[src/rtl/ptp_frac_pkg.sv]
package ptp_frac_pkg;

    localparam int ADDR_W = 3;

    typedef enum logic [ADDR_W-1:0] {
        REG_FRAC    = 3'd0,
        REG_TIME_LO = 3'd1,
        REG_TIME_HI = 3'd2,
        REG_TRIM    = 3'd3,
        REG_CTRL    = 3'd4
    } reg_sel_e;

endpackage

[src/rtl/ptp_frac_accum.sv]
module ptp_frac_accum #(
    parameter int FRAC_W       = 32,
    parameter int BASE_STEP_NS = 8,
    localparam int STEP_W      = $clog2(BASE_STEP_NS + 2)
) (
    input  logic [FRAC_W-1:0] frac_q,
    input  logic [FRAC_W-1:0] trim,
    output logic [FRAC_W-1:0] frac_next,
    output logic [STEP_W-1:0] step_ns
);
    // trim: MSB is the sign (1 = slow down), remaining bits the magnitude
    logic              trim_neg;
    logic [FRAC_W-1:0] trim_mag;
    logic [FRAC_W:0]   sum_w;
    logic [FRAC_W:0]   dif_w;

    always_comb begin
        trim_neg = trim[FRAC_W-1];
        trim_mag = {1'b0, trim[FRAC_W-2:0]};
        sum_w    = {1'b0, frac_q} + {1'b0, trim_mag};
        dif_w    = {1'b0, frac_q} - {1'b0, trim_mag};
        if (trim_neg) begin
            frac_next = dif_w[FRAC_W-1:0];
            step_ns   = STEP_W'(BASE_STEP_NS) - STEP_W'(dif_w[FRAC_W]);
        end else begin
            frac_next = sum_w[FRAC_W-1:0];
            step_ns   = STEP_W'(BASE_STEP_NS) + STEP_W'(sum_w[FRAC_W]);
        end
    end
endmodule

[src/rtl/ptp_read_mux.sv]
module ptp_read_mux
    import ptp_frac_pkg::*;
#(
    parameter int NS_W   = 40,
    parameter int WORD_W = 32,
    localparam int HI_W  = NS_W - WORD_W
) (
    input  logic [ADDR_W-1:0] addr,
    input  logic [NS_W-1:0]   tod,
    input  logic [NS_W-1:0]   snap,
    input  logic              snap_vld,
    input  logic [WORD_W-1:0] frac,
    input  logic [WORD_W-1:0] trim,
    input  logic              halt,
    output logic [WORD_W-1:0] rdata
);
    logic [NS_W-1:0] src;

    always_comb begin
        src   = snap_vld ? snap : tod;
        rdata = '0;
        case (addr)
            REG_FRAC:    rdata = frac;
            REG_TIME_LO: rdata = src[WORD_W-1:0];
            REG_TIME_HI: rdata[HI_W-1:0] = src[NS_W-1:WORD_W];
            REG_TRIM:    rdata = trim;
            REG_CTRL:    rdata[WORD_W-1] = halt;
            default:     rdata = '0;
        endcase
    end
endmodule

[src/rtl/ptp_frac_timer.sv]
module ptp_frac_timer
    import ptp_frac_pkg::*;
#(
    parameter int NS_W         = 40,
    parameter int WORD_W       = 32,
    parameter int BASE_STEP_NS = 8
) (
    input  logic              clk,
    input  logic              rst,
    input  logic              reg_wr,
    input  logic              reg_rd,
    input  logic [2:0]        reg_addr,
    input  logic [31:0]       reg_wdata,
    output logic [31:0]       reg_rdata,
    output logic [39:0]       cur_time_ns
);
    localparam int HI_W   = NS_W - WORD_W;
    localparam int STEP_W = $clog2(BASE_STEP_NS + 2);

    typedef struct packed {
        logic [NS_W-1:0]   tod;
        logic [WORD_W-1:0] frac;
        logic [WORD_W-1:0] trim;
        logic              halt;
        logic [WORD_W-1:0] lo_stage;
        logic [NS_W-1:0]   snap;
        logic              snap_vld;
        logic [WORD_W-1:0] rdata;
    } tmr_state_t;

    tmr_state_t        st_d, st_q;
    logic [WORD_W-1:0] frac_nxt;
    logic [STEP_W-1:0] step_ns;
    logic [WORD_W-1:0] mux_rdata;

    ptp_frac_accum #(
        .FRAC_W       (WORD_W),
        .BASE_STEP_NS (BASE_STEP_NS)
    ) u_accum (
        .frac_q    (st_q.frac),
        .trim      (st_q.trim),
        .frac_next (frac_nxt),
        .step_ns   (step_ns)
    );

    ptp_read_mux #(
        .NS_W   (NS_W),
        .WORD_W (WORD_W)
    ) u_rmux (
        .addr     (reg_addr),
        .tod      (st_q.tod),
        .snap     (st_q.snap),
        .snap_vld (st_q.snap_vld),
        .frac     (st_q.frac),
        .trim     (st_q.trim),
        .halt     (st_q.halt),
        .rdata    (mux_rdata)
    );

    always_comb begin
        st_d = st_q;
        // free-running advance
        if (!st_q.halt) begin
            st_d.tod  = st_q.tod + NS_W'(step_ns);
            st_d.frac = frac_nxt;
        end
        // register writes override the advance
        if (reg_wr) begin
            case (reg_addr)
                REG_FRAC:    st_d.frac     = reg_wdata;
                REG_TIME_LO: st_d.lo_stage = reg_wdata;
                REG_TIME_HI: st_d.tod      = {reg_wdata[HI_W-1:0], st_q.lo_stage};
                REG_TRIM:    st_d.trim     = reg_wdata;
                REG_CTRL:    st_d.halt     = reg_wdata[WORD_W-1];
                default:     ;
            endcase
        end
        // register reads: fraction read freezes, high read releases
        if (reg_rd) begin
            st_d.rdata = mux_rdata;
            if (reg_addr == REG_FRAC) begin
                st_d.snap     = st_q.tod;
                st_d.snap_vld = 1'b1;
            end else if (reg_addr == REG_TIME_HI) begin
                st_d.snap_vld = 1'b0;
            end
        end
    end

    always_ff @(posedge clk) begin
        if (rst) st_q <= '0;
        else     st_q <= st_d;
    end

    assign reg_rdata   = st_q.rdata;
    assign cur_time_ns = st_q.tod;

    // views for the bound checker
    logic              halt_q;
    logic [WORD_W-1:0] trim_q;
    logic [WORD_W-1:0] lo_stage_q;
    logic [NS_W-1:0]   snap_q;
    logic              snap_vld_q;
    assign halt_q     = st_q.halt;
    assign trim_q     = st_q.trim;
    assign lo_stage_q = st_q.lo_stage;
    assign snap_q     = st_q.snap;
    assign snap_vld_q = st_q.snap_vld;
endmodule

[config.mk]
export PLATFORM = sky130hd
export DESIGN_NAME = ptp_frac_timer
export DESIGN_NICKNAME = d
export VERILOG_FILES = /design/src/rtl/ptp_frac_pkg.sv /design/src/rtl/ptp_frac_accum.sv /design/src/rtl/ptp_read_mux.sv /design/src/rtl/ptp_frac_timer.sv
export SDC_FILE = /design/constraint.sdc
export NUM_CORES = 1
export LEC_CHECK = 0
export ABC_AREA = 1
export BUFFER_PORTS_ARGS = -buffer_cell sky130_fd_sc_hd__buf_4
export CAP_MARGIN = 20
export CORE_MARGIN = 8
export CORE_UTILIZATION = 56
export CTS_CLUSTER_SIZE = 30
export DETAILED_ROUTE_END_ITERATION = 7
export HOLD_SLACK_MARGIN = 0.03
export PLACE_DENSITY = 0.75
export SLEW_MARGIN = 15
export SYNTH_ARGS = -nofsm -noshare
export SYNTH_HDL_FRONTEND = slang
export SYNTH_SLANG_ARGS = --single-unit
[constraint.sdc]
create_clock -name clk -period 3.6 [get_ports clk]
set_clock_uncertainty 0.1 [all_clocks]
set_input_delay 0 -clock clk [delete_from_list [all_inputs] [get_ports clk]]
set_output_delay 0 -clock clk [all_outputs]
set_load 0.05 [all_outputs]
After elaboration in Yosys (flattened, before gate mapping)
Index checks and enable logic that the tools add are counted.
Operators by class
  muxes and demuxes: 15
  eq/ne operators: 4
  reductions and logical operators: 7
  add/subtract/negate cells: 5
Operators by type and width (number)
  2-to-1 mux 137 bit: 1
  2-to-1 mux 32 bit: 4
  2-to-1 mux 40 bit: 2
  2-to-1 mux 72 bit: 1
  one-hot mux 23 bit (3 select lines): 1
  adder 40 x 4 -> 40 bit: 1
  adder 32 x 31 -> 33 bit: 1
  subtractor 32 x 31 -> 33 bit: 1
  one-hot mux 8 bit (4 select lines): 1
  AND reduction 2 bit: 5
  == test 3 x 2 -> 1 bit (second input constant): 2
  adder 4 x 1 -> 4 bit (first input constant): 1
  2-to-1 mux 4 bit: 1
  one-hot mux 1 bit (4 select lines): 1
  subtractor 4 x 1 -> 4 bit (first input constant): 1
  == test 3 x 1 -> 1 bit (second input constant): 1
  == test 3 bit (second input constant): 1
  logical NOT 3 bit: 1
  2-to-1 mux 1 bit: 3
  nonzero test 2 bit: 1
Storage, ports and cells
  register bits: 210
  input bits: 39
  logic and storage cells: 39
  output and inout port bits: 72

Logic depth before layout (Yosys ltp)
Gate-level depths: netlist of the first run.
  depth after elaboration: 7
  mapped depth: 30
  depth with buffers taken out: 29

Cells and area by module
A second synthesis of the first run with hierarchy kept.
Second synthesis, totals
  cell total of the unflattened synthesis: 2793
  area, all modules: 16405.7 um^2
By module, submodules not included
  ptp_frac_timer: area each 9581.7 um^2, times used 1, sequential area each 4204.0 um^2, cells each 1338
  ptp_frac_accum: area each 5552.8 um^2, times used 1, sequential area each 0.0 um^2, cells each 1138
  ptp_read_mux: area each 1271.2 um^2, times used 1, sequential area each 0.0 um^2, cells each 317

Worst setup path before layout of the first run
OpenSTA, ideal clock, no wires.
  path type: register to register
  from: register st_q[138] (netlist name)
  to: register st_q (netlist bit cur_time_ns[24])
  clock period less this slack: 3.375 ns
  data required time: 3.386 ns
  buffers on the path: 0
  cell stages (with the launch flop): 28
  library setup time: 0.114 ns
  data arrival time: 3.162 ns
  path slack: 0.225 ns
  cell sequence: dfxtp_1 inv_1 ha_1 fa_1 nand3b_1 nand2_1 nand2_1 nand2_1 nand2_1 nand2_1 nand3_1 o2111ai_1 nand2_1 nand2_1 inv_1 ha_1 fa_1 nand2_1 nand2_1 nand2_1 nand2_2 nand3_2 nor2_2 nand3_1 nor3_2 xor2_1 o21bai_1 inv_1
On the way
  longest elaborated chain between the ends: 7
  elaborated cells between the ends (all ways): 9
  those cells by class: add/sub (5); mux (4)
Ends and longest elaborated chain
  start, declared: line ptp_frac_timer.sv:31  | tmr_state_t st_d, st_q;
  start signal, assigned: line ptp_frac_timer.sv:92  | else st_q <= st_d;
  adder 32 x 31 -> 33 bit / subtractor 32 x 31 -> 33 bit (equally long branches): line ptp_frac_accum.sv:20, ptp_frac_accum.sv:21
  adder 4 x 1 -> 4 bit / subtractor 4 x 1 -> 4 bit (equally long branches): line ptp_frac_accum.sv:27, ptp_frac_accum.sv:24
  2-to-1 mux 4 bit (*): line ptp_frac_accum.sv:22  | if (trim_neg) begin
  adder 40 x 4 -> 40 bit (*): line ptp_frac_timer.sv:64  | st_d.tod = st_q.tod + NS_W'(step_ns);
  2-to-1 mux 72 bit (*): line ptp_frac_timer.sv:63  | if (!st_q.halt) begin
  2-to-1 mux 40 bit: line ptp_frac_timer.sv:69  | case (reg_addr)
  2-to-1 mux 137 bit (*): line ptp_frac_timer.sv:68  | if (reg_wr) begin
Every way passes the cells marked *; elsewhere a longest branch is shown, timed or not.
A chain may end at the register's enable or synchronous reset.

Final worst setup path of the first run
  from: register st_q (netlist bit trim_q[0])
  to: register st_q (netlist bit cur_time_ns[32])
The elaborated chain is that of the path after synthesis.

==> run metrics, run 1 <==
area of the multi-input gates=0.00895 mm^2; grt met1 use=44.5%; WL/cell=19.2 um; Die ar.=0.0321 mm^2; diode count=0; total power=7.31 mW; routed via count=17,000; Critical Path Slowest Stage Cell=fa_2; htree depth=1; Synth Instances=2,409; Longest Clk Path Bufs=3; gpl congestion=0.975; post-synthesis register bit count=210; number of port buffers=110; Worst Setup End Kind=flip-flop; Period Utilization, post-route=100%; Post-DP Area=0.0167 mm^2; mapped cell area=0.0149 mm^2; Clock Sinks=210; # nets final=2,731; most used routing layer=met2; CP most frequent cell=nand2_2; failing checks=setup timing; Hold Slack=222 ps; Area Growth Syn to Fin=24.1%; Die Height=179 um; setup slack after layout=-10.9 ps; initial core utilization=57.1%; count of cell types in the netlist=48; Starting DRT DRC Count=1,783; layout cells sized above 1=19.4%; Routed Antenna Nets=0; Num CTS Buffers=24; post-synthesis sequential area ratio=28.2%; HP Class=primary input to flip-flop; Total GRT Usage=34.7%; vias in the first global route=16,100; Routed WL=57,000 um; Synthesized Nets=2,517; via/cell ratio=5.72; # DRC=0; met2 GRT Util=55.0%; CP required=3980 ps; syn avg cell area=6.19 um^2; Layout fillers=2,267; DR pass1 iterations=6; Max Fclk=277 MHz; initial antenna violation count=0; placed insts=2,879; clock transition at the registers of the reported paths=60 ps; endpoints failing setup=1; endpoints failing hold=0; unrepaired setup endpoints after global routing=true; worst slew pin tran=967 ps; clk root buf=clkbuf_16; leakage power total=8.72 nW; Die X-Extent=179 um; Top Family by Delay on Critical Path=simple AND/OR/NAND/NOR gates; WP buf/inv=3; PD cells=395 mW/mm^2; Worst EP arrival=3990 ps; clock latency on the worst-skew pair=540 ps; VDD IR-drop max=0.000402 V; CP Class=flip-flop to flip-flop; dpl hpwl=42,600 um; Non-Filler Instances=2,974; fin area=0.0185 mm^2; Post-synth EDFFs=0; GR Util met3=7.16%; largest net degree at the start of global routing=82; final count of pins violating max slew=0; total negative slack=-10.9 ps; CTS tree=yes; Final Critical Period=3610 ps; first-pass GRT wire length=86,800 um; top_reg_cell synth=dfxtp_1; outcome=complete, but fails checks; Yosys warning count=0; grt ovf=0; Max Cap Viol=0; asr flop ratio synth=0%; Max FO, Critical Path=5; CP peak stage delay=350 ps; # rows=59; kind of start point of the critical path=flip-flop; Core Area=0.0261 mm^2; FF+latch area=0.00421 mm^2; worst rel slew slack=35.5%; Ports=111
-- power breakdown --
part | switching (mW) | total [mW] | internal [mW] | leakage, nW
Combinational | 1.45 | 2.33 | 0.882 | 6.63
Sequential | 0.0996 | 2.53 | 2.43 | 1.71
Clock | 1.03 | 2.45 | 1.42 | 0.384
Total | 2.58 | 7.31 | 4.73 | 8.72
-- area by class of cell --
| type | instances | area share (%) |
|---|---|---|
| Multi-Input combinational cell | 1679 | 48.3 |
| Clock inverter | 8 | 0.372 |
| Inverter | 345 | 7.00 |
| Timing Repair Buffer | 363 | 15.5 |
| Clock buffer | 34 | 3.78 |
| Sequential cell | 210 | 22.7 |
| Tap cell | 335 | 2.26 |
-- state kept, by name, indices dropped and copies added (netlist names) --
register     cells
cur_time_ns     40
trim_q          32
st_q            32
snap_q          40
snap_vld_q       1
lo_stage_q      32
reg_rdata       32
halt_q           1
-- path summary, 6_finish.rpt --
kind                               startpoint  slack, ps         endpoint  cells past startpoint
worst max-delay path                trim_q[0]        -10  cur_time_ns[32]                     28
worst min-delay path             reg_wdata[5]        220    lo_stage_q[5]                      4
worst min register to register  lo_stage_q[1]        360   cur_time_ns[1]                      2
worst max register to register      trim_q[0]        -10  cur_time_ns[32]                     28
-- through the flow --
stage	setup slack, ps	utilization [%]
global route	-208	70.9
finish	-10.9	70.9
global placement	-56.2	64.0
CTS	1.28	69.6
floorplan	225	-
detailed placement	-125	64.0
-- logic make-up (layout without fill, tap and decap cells) --
kind of cell	Yosys count	in the layout	synth area share (%)
buffers and inverters	520	750	15.1
xor gates and xnor gates	26	26	1.53
and+or+nand+nor	1042	1042	29.4
adders and majority gates	69	69	5.94
AOI/OAI and AO/OA	542	542	19.9
DFF	210	210	28.2
-- routing by layer --
layer | wire, um | vias to the layer above
li1 | - | 8095
met3 | 5360 | 198
met2 | 25300 | 845
met1 | 23400 | 7869
met4 | 2970 | 0
met5 | 0 | -
-- tightest hold or removal path: stages --
cell and delay (ps):
dlygate4sd3_1 530, buf_4 140, o21ai_0 80, nor2_1 70
-- cells in the mapped netlist, types with 4 or more instances --
cell,instances,area share (%)
o221ai_1,22,1.3
buf_1,10,0.25
xor2_1,25,1.5
nand4_1,22,0.92
a21oi_1,189,6.3
nor3_1,24,0.81
o211ai_1,16,0.81
nor3_2,7,0.47
a31oi_1,9,0.38
clkbuf_1,72,1.8
buf_4,73,3.7
inv_1,322,8.1
nor2_2,16,0.67
nand3b_1,5,0.25
nand3_1,113,3.8
o21ai_1,7,0.23
o21ai_0,255,8.6
nor4_1,5,0.21
nand3_2,4,0.27
dfxtp_1,210,28
nor2_1,194,4.9
nand2_1,627,16
buf_2,19,0.64
o2111ai_1,10,0.59
o21bai_1,28,1.4
nand2_2,6,0.25
inv_2,21,0.53
ha_1,66,5.5
-- timing repair --
item | in CTS | in global routing
endpoints found under the setup margin | 29 | 36
gates cloned | 0 | 0
resized for setup | 48 | 70
hold buffers | 42 | 0
buffers inserted | 5 | 6
hold endpoints to repair | 140 | 0
pin swaps | 16 | 34
-- cells in the final DEF, fill, tap and decap left out, types with 9 or more instances in the layout --
cell	Yosys	final
a21oi_1	189	180
a31oi_1	9	9
buf_4	73	315
clkbuf_16	0	25
dfxtp_1	210	204
dlygate4sd3_1	0	42
ha_1	66	50
ha_4	0	12
inv_1	322	313
inv_2	21	29
nand2_1	627	604
nand2_2	6	27
nand3_1	113	105
nand4_1	22	22
nor2_1	194	185
nor2_2	16	15
nor2_4	2	12
nor3_1	24	23
o2111ai_1	10	9
o211ai_1	16	16
o21ai_0	255	251
o21ai_1	7	9
o21bai_1	28	26
o221ai_1	22	22
xor2_1	25	25
(Power assumes the default switching activity.)
==> run 2, diff against run 1 <==
--- a/config.mk
+++ b/config.mk
@@ -12,3 +12,3 @@
 export CORE_UTILIZATION = 56
-export CTS_CLUSTER_SIZE = 30
+export CTS_CLUSTER_SIZE = 12
 export DETAILED_ROUTE_END_ITERATION = 7
@@ -19,2 +19,3 @@
 export SYNTH_HDL_FRONTEND = slang
+export SYNTH_HIERARCHICAL = 1
 export SYNTH_SLANG_ARGS = --single-unit
==> constraint.sdc (replaced) <==
create_clock -name clk -period 3.6 [get_ports clk]
set_clock_uncertainty 0.1 [all_clocks]
set_input_delay 0.36 -clock clk [delete_from_list [all_inputs] [get_ports clk]]
set_output_delay 0.36 -clock clk [all_outputs]
set_load 0.05 [all_outputs]
==> run metrics, run 2 <==
via/cell ratio=5.61 (-1.9%); Num CTS Buffers=24 (unchanged); CP most frequent cell=nand2_1; DR pass1 iterations=6 (unchanged); Yosys warning count=6 (+6); # rows=62 (+5.1%); commonest non-fill, non-tap cell in the layout=nand2_1; Die X-Extent=187 um (+4.4%); Total GRT Usage=33.3% (-1.4 points); setup slack after layout=129 ps (+140 ps); Area Growth Syn to Fin=10.6%; reg2reg end=cur_time_ns[14]; asr flop ratio synth=0% (unchanged); clock latency on the worst-skew pair=540 ps (about the same); Die Height=187 um (+4.4%); endpoints failing hold=0 (unchanged); Die ar.=0.0350 mm^2 (+9.1%); Hold Slack=41.3 ps (-181 ps); endpoints failing setup=0 (-1); mapped cell area=0.0164 mm^2 (+10%); Routed Antenna Nets=0 (unchanged); initial antenna violation count=1 (+1); Critical Path Start=trim_q[16]; gpl congestion=1.00 (+2.6%); critical-path cell list=inv_1 > ha_1 > buf_4 > nor2_1 > nand2_1 > nor3_2 > nand3_1 > nand2_1 > nand2_1 > nand2_1 > ha_2 > fa_2 > nand2_1 > nand2_1 > nand2_2 > nor2_1 > nand2_1 > nand2_1 > nand2_1 > o21bai_1 > inv_1; fin area=0.0182 mm^2 (-2.0%); htree depth=1 (unchanged); Post-synth EDFFs=0 (unchanged); Critical Path Slowest Stage Cell=dfxtp_1; worst slew pin tran=1120 ps (+150 ps); vias in the first global route=16,500 (+2.2%); Max FO, Critical Path=6 (+1); CP Class=flip-flop to flip-flop; worst r2r src=trim_q[16]; leakage power total=9.48 nW (+8.7%); Max Cap Viol=0 (unchanged); grt ovf=0 (unchanged); HP Class=primary input to flip-flop; initial core utilization=57.0% (-0.082 points); pre-CTS setup slack=67.0 ps (+192 ps); fin util=63.1% (-7.8 points); Final Critical Period=3470 ps (-140 ps); Clock Sinks=210 (unchanged); Synthesized Nets=2,901 (+15%); CP required=3900 ps (-80 ps); worst rel slew slack=25.5% (-10 points); post-synthesis register bit count=210 (unchanged); routed via count=18,100 (+6.4%); R2R depth=21 (-25%); Period Utilization, post-route=96.4% (-3.9 points); commonest cells after routing, fill and taps aside=nand2_1 (897), inv_1 (402), o21ai_0 (233), nor2_1 (213), dfxtp_1 (206); # DRC=0 (unchanged); CP Capture Point=cur_time_ns[14]; Worst EP arrival=3780 ps (-210 ps); Routed WL=61,800 um (+8.4%); number of port buffers=110 (unchanged); Post-DP Area=0.0172 mm^2 (+2.7%); WL/cell=19.2 um (about the same); Synth top area share=25.6% (-2.6 points); syn avg cell area=5.87 um^2 (-5.1%); PD cells=408 mW/mm^2 (+3.2%); count of cell types in the netlist=48 (unchanged); post-synthesis sequential area ratio=25.6% (-2.6 points); CTS tree=yes; ranking of synthesized cells by area=dfxtp_1 (26%), nand2_1 (21%), inv_1 (9.2%); outcome=finished clean; layout cells sized above 1=12.3% (-7.1 points); Longest Clk Path Bufs=3 (unchanged); # nets final=2,932 (+7.4%); VDD IR-drop max=0.000345 V (-14%); total power=7.40 mW (+1.2%); Max Fclk=288 MHz (+4.0%); reg-to-reg slack, setup=130 ps (+140 ps); clock transition at the registers of the reported paths=60 ps (about the same); clk root buf=clkbuf_16; Synth Instances=2,793 (+16%); final count of pins violating max slew=0 (unchanged); kind of start point of the critical path=flip-flop; dpl hpwl=47,700 um (+12%); Starting DRT DRC Count=2,087 (+17%); commonest cells in the netlist=nand2_1 (903), inv_1 (404), o21ai_0 (236); most common cell in the netlist=nand2_1; CP peak stage delay=420 ps (+70 ps); largest net degree at the start of global routing=98 (+20%); Core Area=0.0288 mm^2 (+10%); first-pass GRT wire length=94,100 um (+8.4%); Worst Setup End Kind=flip-flop; Ports=111 (unchanged); top_reg_cell synth=dfxtp_1; area leader, netlist=dfxtp_1
[run 2: cell count changes after synthesis, moves of 13 or more]
| cell | delta |
|---|---|
| nor2_1 | +27 |
| o21ai_0 | -19 |
| nand2_1 | +276 |
| buf_2 | +19 |
| nand4_1 | +14 |
| o211ai_1 | -13 |
| nand3_1 | +24 |
| inv_1 | +82 |
| o221ai_1 | -22 |
[run 2: cells by family (layout without fill, tap and decap cells)]
| family | after synthesis | in the layout | synth area share (%) |
|---|---|---|---|
| DFF | 210 | 210 | 25.6 |
| xor gates and xnor gates | 27 | 27 | 1.44 |
| buffers and inverters | 611 | 657 | 16.5 |
| AOI/OAI and AO/OA | 479 | 479 | 15.3 |
| other | 0 | 1 | 0 |
| and+or+nand+nor | 1397 | 1398 | 35.8 |
| adders and majority gates | 69 | 69 | 5.40 |
[run 2: stage by stage]
stage / std cells / TNS, ps
2_1_floorplan: 2793 / 0
4_1_cts: 3218 / 0
5_1_grt: 3224 / -32.3
3_5_place_dp: 3174 / 0
3_3_place_gp: 3174 / 0
6_report: 3225 / 0
[run 2: cell type report]
class                   instances  area, um^2
clock inverters                 6        36.3
diodes                          1        2.50
inverters                     418        1570
flip-flops and latches        210        4210
well taps                     384         480
clock buffers                  36         727
repair buffers                197        1480
fillers                      2796       10600
multi-input cells            1973        9640
[run 2: worst max-delay path, delay by kind of cell, from the launching register on]
kind / cells / cell delay (ps)
DFF: 1 / 420
and+or+nand+nor: 14 / 1690
adders and majority gates: 3 / 730
AOI/OAI and AO/OA: 1 / 140
buffers and inverters: 3 / 280
[run 2: timing repair]
item / 4_1_cts / 5_1_grt
endpoints found under the hold margin: 7 / 0
buffers inserted: 0 / 5
hold buffers: 2 / 0
endpoints found under the setup margin: 0 / 35
resized for setup: 0 / 44
[run 2: worst min-delay path by stage]
stage                   from  cells after the start    endpoint  slack (ps)
6_report       reg_wdata[11]                      3   st_q[149]          40
5_1_grt        reg_wdata[18]                      3  trim_q[18]          60
4_1_cts        reg_wdata[11]                      3   st_q[149]          30
3_5_place_dp       snap_q[0]                      2   snap_q[0]         340
3_3_place_gp      snap_q[12]                      2  snap_q[12]         330
2_1_floorplan      snap_q[0]                      2   snap_q[0]         320
[run 2: report_power, final]
group          internal (mW)  switching, mW
Combinational          0.765           1.64
Sequential              2.45          0.143
Clock                   1.39           1.01
[run 2: layer usage]
| layer | share of wire, % | global-route usage [%] | up-vias |
|---|---|---|---|
| li1 | - | - | 8713 |
| met4 | 5.0 | 14.8 | 2 |
| met1 | 43 | 45.6 | 8334 |
| met2 | 43 | 50.9 | 895 |
| met5 | 0.019 | 0 | - |
| met3 | 9.0 | 5.24 | 153 |
==> run 3, diff against run 2 <==
CORE_UTILIZATION = 62   (was 56)
PLACE_DENSITY = 0.78   (was 0.75)
clock period = 3.86 ns   (was 3.6 ns; I/O delays follow)
==> run metrics, run 3 (same netlist as run 2, synthesis figures left out) <==
outcome=finished clean; placed insts=3,081 (-2.9%); clk root buf=clkbuf_16; layout cells sized above 1=9.55% (-2.7 points); # rows=59 (-4.8%); CP peak stage delay=430 ps (about the same); final count of pins violating max slew=0 (unchanged); initial core utilization=63.0% (+6.0 points); dpl hpwl=45,400 um (-4.8%); endpoints failing hold=0 (unchanged); Total GRT Usage=35.5% (+2.2 points); Die Height=179 um (-4.5%); Routed WL=58,900 um (-4.6%); VDD IR-drop max=0.000425 V (+23%); Post-CTS Setup Inserts=0 (unchanged); Die ar.=0.0319 mm^2 (-8.9%); fin area=0.0175 mm^2 (-3.4%); commonest non-fill, non-tap cell in the layout=nand2_1; Top Family by Delay on Critical Path=adder cells; number of port buffers=110 (unchanged); Post-DP Area=0.0168 mm^2 (-2.2%); Max Fclk=269 MHz (-6.6%); gpl congestion=1.02 (+1.7%); Worst Hold End=trim_q[24]; # DRC=0 (unchanged); combinational power share=32.4% (about the same); vias in the first global route=16,500 (+0.43%); reg2reg end=cur_time_ns[12]; Reg power frac=36.7% (+1.7 points); clock latency on the worst-skew pair=510 ps (-30 ps); R2R depth=21 (unchanged); kind of start point of the critical path=flip-flop; first-pass GRT wire length=89,600 um (-4.8%); clock transition at the registers of the reported paths=60 ps (about the same); grt ovf=0 (unchanged); Core Area=0.0261 mm^2 (-9.5%); DR pass1 iterations=8 (+2); switching pwr=2.49 mW (-11%); Final Critical Period=3720 ps (+246 ps); Ports=111 (unchanged); initial antenna violation count=0 (-1); Routed Antenna Nets=0 (unchanged); htree depth=1 (unchanged); Non-Filler Instances=3,119 (-3.3%); Die X-Extent=179 um (-4.5%); Pint=4.09 mW (-11%); critical-path cell list=inv_1 > ha_1 > fa_1 > o21ai_2 > nand3_1 > nand2_2 > nand3_1 > nand3_2 > a21oi_4 > inv_2 > nand2_1 > ha_1 > fa_2 > nand2_1 > nand2_1 > nand2_4 > nor2_1 > inv_1 > o21ai_0 > a21oi_1 > nor2_1; largest net degree at the start of global routing=122 (+24%); diode count=0 (-1); worst slew pin tran=989 ps (-128 ps); Starting DRT DRC Count=2,244 (+7.5%); # nets final=2,881 (-1.7%); WP buf/inv=3 (unchanged); Critical Path Slowest Stage Cell=fa_1; Max Cap Viol=0 (unchanged); CP most frequent cell=nand2_1; HP Class=primary input to flip-flop; commonest cells after routing, fill and taps aside=nand2_1 (902), inv_1 (403), o21ai_0 (236), nor2_1 (219), dfxtp_1 (209); Max FO, Critical Path=6 (unchanged); clock share of power=30.9% (-1.6 points); routed via count=18,200 (+0.65%); Critical Path Start=st_q[138]; CP Class=flip-flop to flip-flop; worst r2r src=st_q[138]; Layout fillers=2,398 (-14%); Worst EP arrival=4010 ps (+230 ps); Worst Setup End Kind=flip-flop; endpoints failing setup=0 (unchanged); Hold Path Depth=3 (unchanged); Clock Sinks=210 (unchanged); Longest Clk Path Bufs=3 (unchanged); WL/cell=18.9 um (-1.4%); Area Growth Syn to Fin=6.89%; worst rel slew slack=34.1% (+8.6 points); PD cells=375 mW/mm^2 (-8.0%); leakage power total=9.20 nW (-3.0%); CTS tree=yes; switching portion of total power=37.8% (about the same); via/cell ratio=5.84 (+4.1%); Num CTS Buffers=23 (-4.2%); reg-to-reg slack, setup=140 ps (about the same); Hold Crit Start=reg_wdata[24]; Period Utilization, post-route=96.3% (-0.13 points); CP required=4150 ps (+250 ps)
## run 3: changes by cell type in the layout (fill, tap and decap cells not counted), moves of 5 or more
cell | previous run | this run
ha_1 | 56 | 62
nand2_2 | 18 | 11
nand2_1 | 897 | 902
nor2_2 | 28 | 21
nor2_1 | 213 | 219
buf_4 | 195 | 146
## run 3: through the flow
stage	setup TNS [ps]	hold WS, ps	total power [mW]	utilization, %	setup slack, ps
finish	0	68.4	6.58	67.3	143
global route	-1.50	75.6	6.88	67.3	-1.50
CTS	0	55.1	6.49	67.1	54.1
detailed placement	0	336	4.49	64.5	35.7
global placement	0	331	4.47	64.5	203
floorplan	0	324	3.94	-	643
## run 3: how the worst max path moves through the flow
stage | to | slack [ps] | depth (start not counted)
after floorplan | cur_time_ns[16] | 640 | 20
after global placement | cur_time_ns[12] | 200 | 21
after detailed placement | cur_time_ns[12] | 40 | 21
after CTS | cur_time_ns[12] | 50 | 21
after global routing | cur_time_ns[12] | -2 | 21
final | cur_time_ns[12] | 140 | 21
## run 3: layer usage
metal | GRT usage, % | vias up | wire length (um)
met5 | 0 | - | 0
met4 | 17.6 | 0 | 3290
met3 | 6.30 | 203 | 6810
met2 | 54.3 | 1164 | 25100
met1 | 47.6 | 8254 | 23800
li1 | - | 8593 | -
## run 3: timing repair
action,4_1_cts,5_1_grt
endpoints found under the hold margin,2,0
gates resized for setup,1,10
cloned,0,0
hold buffers,1,0
pin swaps,0,0
setup endpoints to repair,1,25
## run 3: area by class of cell
class / count / area, um^2 / share of cell area [%]
multi-input combinational: 1972 / 9540 / 54.4
sequential: 210 / 4210 / 24.0
inverter: 418 / 1570 / 8.96
timing repair buffer: 148 / 1130 / 6.42
clock buffer: 33 / 653 / 3.72
tap: 335 / 419 / 2.39
clock inverter: 3 / 21.3 / 0.121
## run 3: worst register-to-register path, delay by kind of cell (launching register included)
kind	cells	cell delay, ps
fa+ha+maj	4	1240
simple gates	10	1100
compound gates	4	540
flops	1	370
buf+inv	3	240
## run 3: power by group through the flow
stage / logic, mW / registers, mW / clock network [mW]
final: 2.13 / 2.41 / 2.03
after global routing: 2.33 / 2.42 / 2.12
after floorplan: 1.53 / 2.41 / 0
after CTS: 2.06 / 2.40 / 2.03
after global placement: 2.03 / 2.44 / 0
after detailed placement: 2.04 / 2.45 / 0
